[src/rtl/rtc_pkg.sv]
`timescale 1ns/1ps
package rtc_pkg;

    typedef enum logic [3:0] {
        ST_IDLE, ST_WARN, ST_SEC, ST_MIN, ST_HOUR, ST_WDAY,
        ST_MDAY, ST_MON, ST_YEAR, ST_MATCH, ST_HOLD, ST_END
    } seq_state_t;

    localparam int NUM_FIELDS = 10;

    localparam logic [3:0] A_SEC   = 4'd0;
    localparam logic [3:0] A_ASEC  = 4'd1;
    localparam logic [3:0] A_MIN   = 4'd2;
    localparam logic [3:0] A_AMIN  = 4'd3;
    localparam logic [3:0] A_HOUR  = 4'd4;
    localparam logic [3:0] A_AHOUR = 4'd5;
    localparam logic [3:0] A_WDAY  = 4'd6;
    localparam logic [3:0] A_MDAY  = 4'd7;
    localparam logic [3:0] A_MON   = 4'd8;
    localparam logic [3:0] A_YEAR  = 4'd9;
    localparam logic [3:0] A_STAT  = 4'd10;
    localparam logic [3:0] A_CTRL  = 4'd11;
    localparam logic [3:0] A_FLAG  = 4'd12;
    localparam logic [3:0] A_VALID = 4'd13;

    localparam int C_FREEZE = 7;
    localparam int C_BIN    = 2;
    localparam int C_H24    = 1;

    localparam logic [7:0] CTRL_RST = 8'h02;
    localparam logic [6:0] STAT_RST = 7'h20;

    // Stored byte -> natural value
    function automatic logic [6:0] dec_val(input logic [7:0] b, input logic bin);
        logic [6:0] tens;
        tens = {3'b000, b[7:4]};
        if (bin) return b[6:0];
        return (tens << 3) + (tens << 1) + {3'b000, b[3:0]};
    endfunction

    // Natural value -> stored byte
    function automatic logic [7:0] enc_val(input logic [6:0] v, input logic bin);
        logic [6:0] t;
        logic [6:0] o;
        if (bin) return {1'b0, v};
        t = v / 7'd10;
        o = v - (t * 7'd10);
        return {t[3:0], o[3:0]};
    endfunction

    // Stored hour byte -> 0..23
    function automatic logic [6:0] hour_to24(input logic [7:0] b, input logic bin,
                                            input logic h24);
        logic [6:0] h;
        if (h24) return dec_val(b, bin);
        h = dec_val({1'b0, b[6:0]}, bin);
        if (h == 7'd12) return b[7] ? 7'd12 : 7'd0;
        return b[7] ? h + 7'd12 : h;
    endfunction

    // 0..23 -> stored hour byte
    function automatic logic [7:0] hour_from24(input logic [6:0] v, input logic bin,
                                              input logic h24);
        logic [6:0] h;
        logic [7:0] e;
        if (h24) return enc_val(v, bin);
        h = (v >= 7'd12) ? v - 7'd12 : v;
        if (h == 7'd0) h = 7'd12;
        e = enc_val(h, bin);
        return {(v >= 7'd12), e[6:0]};
    endfunction

    function automatic logic [6:0] month_days(input logic [6:0] mon, input logic [6:0] yr);
        case (mon)
            7'd4, 7'd6, 7'd9, 7'd11: return 7'd30;
            7'd2:                    return (yr[1:0] == 2'b00) ? 7'd29 : 7'd28;
            default:                 return 7'd31;
        endcase
    endfunction

    function automatic logic [3:0] state_field(input seq_state_t st);
        case (st)
            ST_MIN:  return A_MIN;
            ST_HOUR: return A_HOUR;
            ST_WDAY: return A_WDAY;
            ST_MDAY: return A_MDAY;
            ST_MON:  return A_MON;
            ST_YEAR: return A_YEAR;
            default: return A_SEC;
        endcase
    endfunction

endpackage

[src/rtl/rtc_prescaler.sv]
`timescale 1ns/1ps
module rtc_prescaler #(
    parameter int TICKS_PER_SEC = 32768,
    parameter int LEAD_TICKS    = 8
) (
    input  logic clk,
    input  logic rst_n,
    input  logic ref_tick,
    input  logic hold,
    output logic lead_pulse,
    output logic sec_pulse
);
    localparam int CW = (TICKS_PER_SEC > 1) ? $clog2(TICKS_PER_SEC) : 1;
    localparam logic [CW-1:0] LAST    = CW'(TICKS_PER_SEC - 1);
    localparam logic [CW-1:0] WARN_AT = CW'(TICKS_PER_SEC - 1 - LEAD_TICKS);

    logic [CW-1:0] cnt_q;

    always_ff @(posedge clk or negedge rst_n) begin
        if (!rst_n) begin
            cnt_q <= '0;
        end else if (hold) begin
            cnt_q <= '0;
        end else if (ref_tick) begin
            cnt_q <= (cnt_q == LAST) ? '0 : cnt_q + 1'b1;
        end
    end

    always_comb begin
        lead_pulse = ref_tick && !hold && (cnt_q == WARN_AT);
        sec_pulse  = ref_tick && !hold && (cnt_q == LAST);
    end

    // divider stays inside one second
    a_r3_count_bound: assert property (@(posedge clk) disable iff (!rst_n)
        cnt_q <= LAST);

    // a frozen prescaler restarts from zero
    a_r8_prescale_reset: assert property (@(posedge clk) disable iff (!rst_n)
        hold |=> (cnt_q == '0));

endmodule

[src/rtl/rtc_advance.sv]
`timescale 1ns/1ps
module rtc_advance
    import rtc_pkg::*;
(
    input  seq_state_t sel,
    input  logic [7:0] cur,
    input  logic [7:0] mon_b,
    input  logic [7:0] yr_b,
    input  logic       bin,
    input  logic       h24,
    output logic [7:0] nxt,
    output logic       wrap
);
    logic [6:0] v;
    logic [6:0] lim;
    logic [6:0] low;
    logic [6:0] nv;
    logic       is_hour;

    always_comb begin
        is_hour = (sel == ST_HOUR);
        v = is_hour ? hour_to24(cur, bin, h24) : dec_val(cur, bin);
        unique case (sel)
            ST_SEC, ST_MIN: begin lim = 7'd59; low = 7'd0; end
            ST_HOUR:        begin lim = 7'd23; low = 7'd0; end
            ST_WDAY:        begin lim = 7'd7;  low = 7'd1; end
            ST_MDAY:        begin
                lim = month_days(dec_val(mon_b, bin), dec_val(yr_b, bin));
                low = 7'd1;
            end
            ST_MON:         begin lim = 7'd12; low = 7'd1; end
            ST_YEAR:        begin lim = 7'd99; low = 7'd0; end
            default:        begin lim = 7'd0;  low = 7'd0; end
        endcase
        wrap = (v >= lim);
        nv   = wrap ? low : v + 7'd1;
        nxt  = is_hour ? hour_from24(nv, bin, h24) : enc_val(nv, bin);
    end

endmodule

[src/rtl/rtc_seq.sv]
`timescale 1ns/1ps
module rtc_seq
    import rtc_pkg::*;
#(
    parameter int HOLD_TICKS = 65
) (
    input  logic       clk,
    input  logic       rst_n,
    input  logic       hold,
    input  logic       lead_pulse,
    input  logic       sec_pulse,
    input  logic       ref_tick,
    input  logic       wrap,
    input  logic       match,
    output seq_state_t state,
    output logic       step_en,
    output logic       uip,
    output logic       upd_done,
    output logic       alarm_hit
);
    localparam int HW = $clog2(HOLD_TICKS + 1);
    localparam logic [HW-1:0] HLAST = HW'(HOLD_TICKS - 1);

    seq_state_t    nxt_state;
    logic [HW-1:0] hcnt_q;
    logic          carry_q;
    logic          alarm_q;

    always_comb begin
        nxt_state = state;
        unique case (state)
            ST_IDLE:  if (!hold && lead_pulse) nxt_state = ST_WARN;
            ST_WARN:  if (hold) nxt_state = ST_IDLE;
                      else if (sec_pulse) nxt_state = ST_SEC;
            ST_SEC:   nxt_state = ST_MIN;
            ST_MIN:   nxt_state = ST_HOUR;
            ST_HOUR:  nxt_state = ST_WDAY;
            ST_WDAY:  nxt_state = ST_MDAY;
            ST_MDAY:  nxt_state = ST_MON;
            ST_MON:   nxt_state = ST_YEAR;
            ST_YEAR:  nxt_state = ST_MATCH;
            ST_MATCH: nxt_state = ST_HOLD;
            ST_HOLD:  if (ref_tick && hcnt_q == HLAST) nxt_state = ST_END;
            ST_END:   nxt_state = ST_IDLE;
            default:  nxt_state = ST_IDLE;
        endcase
    end

    // State register and its companions
    always_ff @(posedge clk or negedge rst_n) begin
        if (!rst_n) begin
            state   <= ST_IDLE;
            hcnt_q  <= '0;
            carry_q <= 1'b0;
            alarm_q <= 1'b0;
        end else begin
            state <= nxt_state;
            if (state == ST_HOLD) begin
                if (ref_tick) hcnt_q <= hcnt_q + 1'b1;
            end else begin
                hcnt_q <= '0;
            end
            if (state inside {ST_SEC, ST_MIN, ST_HOUR, ST_MDAY, ST_MON, ST_YEAR})
                carry_q <= step_en && wrap;
            if (state == ST_MATCH)
                alarm_q <= match;
        end
    end

    // Outputs
    always_comb begin
        step_en   = (state == ST_SEC) ||
                    (carry_q && (state inside {ST_MIN, ST_HOUR, ST_WDAY,
                                               ST_MDAY, ST_MON, ST_YEAR}));
        uip       = !(state inside {ST_IDLE, ST_END});
        upd_done  = (state == ST_END);
        alarm_hit = (state == ST_END) && alarm_q;
    end

    a_r10_done_on_fall: assert property (@(posedge clk) disable iff (!rst_n)
        upd_done |-> (!uip && $past(uip)));

    a_r10_done_single: assert property (@(posedge clk) disable iff (!rst_n)
        upd_done |=> !upd_done);

    a_r8_frozen_idle: assert property (@(posedge clk) disable iff (!rst_n)
        (state == ST_IDLE && hold) |=> (state == ST_IDLE));

    a_r9_warn_before_step: assert property (@(posedge clk) disable iff (!rst_n)
        (state == ST_SEC) |-> $past(state == ST_WARN));

    a_r11_alarm_with_done: assert property (@(posedge clk) disable iff (!rst_n)
        alarm_hit |-> upd_done);

endmodule

[src/rtl/rtc_calendar.sv]
`timescale 1ns/1ps
module rtc_calendar
    import rtc_pkg::*;
#(
    parameter int TICKS_PER_SEC = 32768,
    parameter int LEAD_TICKS    = 8,
    parameter int HOLD_TICKS    = 65
) (
    input  logic       clk,
    input  logic       rst_n,
    input  logic       ref_tick,
    input  logic [3:0] reg_addr,
    input  logic       reg_wr,
    input  logic [7:0] reg_wdata,
    output logic [7:0] reg_rdata,
    output logic       uip,
    output logic       upd_done,
    output logic       alarm_hit
);
    logic [7:0] fld [NUM_FIELDS];
    logic [6:0] stat_q;
    logic [7:0] ctrl_q;

    logic       freeze, bin, h24;
    logic       lead_pulse, sec_pulse;
    seq_state_t state;
    logic       step_en, wrap, match;
    logic [7:0] cur, nxt;
    logic [3:0] step_idx;

    always_comb begin
        freeze   = ctrl_q[C_FREEZE];
        bin      = ctrl_q[C_BIN];
        h24      = ctrl_q[C_H24];
        step_idx = state_field(state);
        cur      = fld[step_idx];
        match    = (dec_val(fld[A_SEC], bin) == dec_val(fld[A_ASEC], bin)) &&
                   (dec_val(fld[A_MIN], bin) == dec_val(fld[A_AMIN], bin)) &&
                   (hour_to24(fld[A_HOUR], bin, h24) ==
                    hour_to24(fld[A_AHOUR], bin, h24));
    end

    rtc_prescaler #(
        .TICKS_PER_SEC(TICKS_PER_SEC),
        .LEAD_TICKS   (LEAD_TICKS)
    ) u_pre (
        .clk       (clk),
        .rst_n     (rst_n),
        .ref_tick  (ref_tick),
        .hold      (freeze),
        .lead_pulse(lead_pulse),
        .sec_pulse (sec_pulse)
    );

    rtc_seq #(
        .HOLD_TICKS(HOLD_TICKS)
    ) u_seq (
        .clk       (clk),
        .rst_n     (rst_n),
        .hold      (freeze),
        .lead_pulse(lead_pulse),
        .sec_pulse (sec_pulse),
        .ref_tick  (ref_tick),
        .wrap      (wrap),
        .match     (match),
        .state     (state),
        .step_en   (step_en),
        .uip       (uip),
        .upd_done  (upd_done),
        .alarm_hit (alarm_hit)
    );

    rtc_advance u_adv (
        .sel  (state),
        .cur  (cur),
        .mon_b(fld[A_MON]),
        .yr_b (fld[A_YEAR]),
        .bin  (bin),
        .h24  (h24),
        .nxt  (nxt),
        .wrap (wrap)
    );

    // Register file: the sequencer step first, a bus write on top of it
    always_ff @(posedge clk or negedge rst_n) begin
        if (!rst_n) begin
            for (int i = 0; i < NUM_FIELDS; i++) fld[i] <= 8'h00;
            fld[A_WDAY] <= 8'h01;
            fld[A_MDAY] <= 8'h01;
            fld[A_MON]  <= 8'h01;
            stat_q      <= STAT_RST;
            ctrl_q      <= CTRL_RST;
        end else begin
            if (step_en) fld[step_idx] <= nxt;
            if (reg_wr) begin
                if (reg_addr < A_STAT)       fld[reg_addr] <= reg_wdata;
                else if (reg_addr == A_STAT) stat_q <= reg_wdata[6:0];
                else if (reg_addr == A_CTRL) ctrl_q <= reg_wdata;
            end
        end
    end

    always_comb begin
        if (reg_addr < A_STAT)        reg_rdata = fld[reg_addr];
        else if (reg_addr == A_STAT)  reg_rdata = {uip, stat_q};
        else if (reg_addr == A_CTRL)  reg_rdata = ctrl_q;
        else if (reg_addr == A_VALID) reg_rdata = 8'h80;
        else                          reg_rdata = 8'h00;
    end

    // frozen and idle, with no write, the seconds byte holds
    a_r8_fields_hold: assert property (@(posedge clk) disable iff (!rst_n)
        ($past(freeze) && !$past(uip) && !$past(reg_wr)) |-> $stable(fld[A_SEC]));

    // no field step happens while the busy flag is low
    a_r9_step_under_uip: assert property (@(posedge clk) disable iff (!rst_n)
        step_en |-> uip);

endmodule

[config.mk]
export PLATFORM = sky130hd
export DESIGN_NAME = rtc_calendar
export DESIGN_NICKNAME = d
export VERILOG_FILES = /design/src/rtl/rtc_pkg.sv /design/src/rtl/rtc_prescaler.sv /design/src/rtl/rtc_advance.sv /design/src/rtl/rtc_seq.sv /design/src/rtl/rtc_calendar.sv
export SDC_FILE = /design/constraint.sdc
export NUM_CORES = 1
export LEC_CHECK = 0
export BUFFER_PORTS_ARGS = -buffer_cell sky130_fd_sc_hd__buf_2
export CAP_MARGIN = 20
export CORE_MARGIN = 2
export CORE_UTILIZATION = 34
export DETAILED_ROUTE_END_ITERATION = 10
export PLACE_DENSITY = 0.6
export SLEW_MARGIN = 25
export SYNTH_ARGS = -nofsm -noshare
export SYNTH_HDL_FRONTEND = slang
export SYNTH_SLANG_ARGS = --single-unit
[constraint.sdc]
create_clock -name clk -period 14.3 [get_ports clk]
set_clock_uncertainty 0.2 [all_clocks]
set_input_delay 2.86 -clock clk [delete_from_list [all_inputs] [get_ports clk]]
set_output_delay 2.86 -clock clk [all_outputs]
set_load 0.1 [all_outputs]
==> results.cfg <==
[timing]
timing.hold.ws_ns = 0.294
max_freq_mhz = 75.1
rsz0062_at_grt = false
timing.final.ws_setup_ns = 0.993
hold_viol_final = 0
setup_tns_ns = 0
worst_slew_pin_slew_ns = 1.07
drv_slew = 0
min_period_ns = 13.31
slew_headroom_pct = 28.2
min_period_over_period_pct = 93.1
finalSetupViolations = 0

[worst_setup_path]
cpMaxStageDelayCell = dfrtp_1
arrival_ns = 13.46
endpoint_kind = register
path_class = register to register
slowest_delay_ns = 1.01
path_max_fanout = 28
worstPathRequired_ns = 14.45
worstSetupStartpointType = register
critPathMostFrequentCell = ha_1

[layout]
final.fill_count = 3582
diodes = 0
drive_gt1_share_pct = 13.7
multi_input_area_mm2 = 0.00857
area_growth_pct = 9.10
ff_latch_area_mm2 = 0.00309
fin_nets = 1505
final_area_mm2 = 0.0135

[synthesis]
synthTopCellsByCount = nand2_1, dfrtp_1, nor2_1
ys.flop_type = dfrtp_1
netlist_instances = 1403
ys_async_sr_fraction_pct = 100
synth_cell_types = 102
syn_area_mm2 = 0.0124
synth_top_area_share_pct = 23.9
yosysTopAreaCell = dfrtp_1
ys_seq_elements = 123
syn_area_per_cell_um2 = 8.80
synth_edf_count = 0
yosysWarnings = 0
synth.most_common_cell = nand2_1
syn_nets = 1523
synth_seq_area_share_pct = 25.0
synth_area_leaders = dfrtp_1, ha_1, mux4_2

[clock_network]
cts_buffer_depth = 2
h-tree-depth = 4
clk_latency_ns = 0.43
cts_tree = yes
cts_num_sinks = 123
cts.clk_slew.worst_paths_ns = 0.06
cts_buffers = 17
root_buffer = clkbuf_16

[drt]
viasPerCell = 5.83
drc = 0
dr.first_iter.drc_count = 927
post_drt_wl_per_cell_um = 20.8
routed-via-count = 10834
firstDrtPassIters = 5
drtAntennaViolNets = 0
drt_wl_total_mm = 38.7

[power_and_ir_drop]
p_leak_nw = 5.72
swShare_pct = 50.8
peakVddDrop_mv = 0.203
p_int_mw = 1.65
finalPower_mw = 3.35
pwr-share-comb_pct = 69.0
seq_power_share_pct = 16.3
pwr-share-clk_pct = 14.7
p_switching_mw = 1.71
power_density_mw_per_mm2 = 249

[global_route]
use_met3_pct = 2.93
grt_pass1_vias = 10465
grt_max_degree = 70
grt_pass1_wl_mm = 61.4
use_met1_pct = 27.6
grtUsageTotal_pct = 20.7
antenna_found_initial = 0
grt-ovfl-total = 0
grt-busiest-layer = met2
globalRouteMet2Util_pct = 34.2

[outcome]
status = complete, no violations

[worst_hold_path]
min_path_type = register to register

[floorplanning]
core_area_mm2 = 0.0357
num_rows = 69
dieHeight_um = 195
start_util_pct = 34.6
io_pins = 27
dieArea_mm2 = 0.0379
die_x_um = 195

[placement]
place.gp.congestion = 0.922
dp_hpwl_mm = 28.8
numPortBuffers = 26
pre_cts_slack_ns = 1.15
postPlaceCellArea_mm2 = 0.0128

[job]
drv_cap = 0
==> critical path, delay by kind of cell (launching register included) <==
kind / cells / cell delay (ns)
multiplexers: 2 / 0.55
AND/OR/NAND/NOR: 16 / 2.60
AO/OA/AOI/OAI: 22 / 5.04
flip-flops: 1 / 1.01
buffers and inverters: 4 / 0.71
adder cells (fa/ha/maj): 11 / 3.09
==> layout make-up <==
type                       count  area share, %
timing repair buffer          43           1.93
inverter                      84           2.34
tap                          461           4.28
clock buffer                  19           3.36
clock inverter                13           1.59
sequential                   123           22.9
multi-input combinational   1116           63.6
==> sequential cells by signal, summed over array words and instances, names as in the netlist <==
name	count
u_seq.alarm_q	1
ctrl_q	8
u_pre.cnt_q	15
fld	80
u_seq.state	4
stat_q	7
u_seq.carry_q	1
u_seq.hcnt_q	7
==> path summary, 6_finish.rpt <==
check                                    start             end  slack [ns]  cells past startpoint
worst max-delay path            u_seq.state[1]         fld[18]        0.99                     55
worst min-delay path            u_pre.cnt_q[7]  u_pre.cnt_q[7]        0.29                      1
worst max register to register  u_seq.state[1]         fld[18]        0.99                     55
worst min register to register  u_pre.cnt_q[7]  u_pre.cnt_q[7]        0.29                      1
max in group asynchronous                rst_n  u_seq.state[0]       10.14                      2
min in group asynchronous                rst_n         fld[54]        2.30                      1
==> power by group through the flow <==
| stage | registers (mW) | clock network (mW) | logic (mW) |
|---|---|---|---|
| 2_1_floorplan | 0.483 | 0 | 1.82 |
| 3_3_place_gp | 0.550 | 0 | 2.26 |
| 3_5_place_dp | 0.550 | 0 | 2.28 |
| 4_1_cts | 0.544 | 0.499 | 2.29 |
| 5_1_grt | 0.554 | 0.516 | 2.56 |
| 6_report | 0.547 | 0.492 | 2.31 |
==> metrics by stage <==
step	utilization, %	cells
finish	37.8	1859
global route	37.8	1859
global placement	35.9	1824
floorplan	-	1403
detailed placement	35.9	1824
CTS	37.7	1856
==> logic make-up (layout without fill, tap and decap cells) <==
family                   after synthesis  in the layout  synth area share [%]
AO/OA/AOI/OAI                        380            380                  20.7
multiplexers                         120            120                  13.0
XOR/XNOR                              97             97                  6.94
adder cells (fa/ha/maj)              106            106                  11.8
buffers and inverters                164            159                  5.68
flip-flops                           123            123                  25.0
AND/OR/NAND/NOR                      413            413                  16.9
==> routing by layer <==
metal | wire [um] | vias up
met5 | 0 | -
met4 | 1150 | 0
met3 | 2280 | 77
met2 | 18300 | 385
met1 | 17000 | 5304
li1 | - | 5068
==> repair_timing <==
| action | in CTS | in global routing |
|---|---|---|
| resized for setup | 0 | 1 |
| buffers inserted | 0 | 3 |
| hold buffers | 0 | 0 |
| endpoints found under the setup margin | 0 | 6 |
==> cells in the final DEF, fill, tap and decap left out, drive strengths merged, types with 12 or more instances in the layout <==
| master | count |
|---|---|
| nand2 | 123 |
| dfrtp | 118 |
| o21ai | 106 |
| nor2 | 104 |
| a21oi | 97 |
| ha | 86 |
| inv | 83 |
| xnor2 | 70 |
| mux2 | 49 |
| mux2i | 44 |
| buf | 43 |
| nand3 | 32 |
| a21o | 30 |
| mux4 | 27 |
| xor2 | 27 |
| nor3 | 26 |
| a211oi | 20 |
| o31ai | 19 |
| clkbuf | 19 |
| fa | 18 |
| nand4 | 16 |
| nor2b | 14 |
| nor4 | 13 |
| or3 | 13 |
| nand2b | 12 |
(Power assumes the default switching activity.)
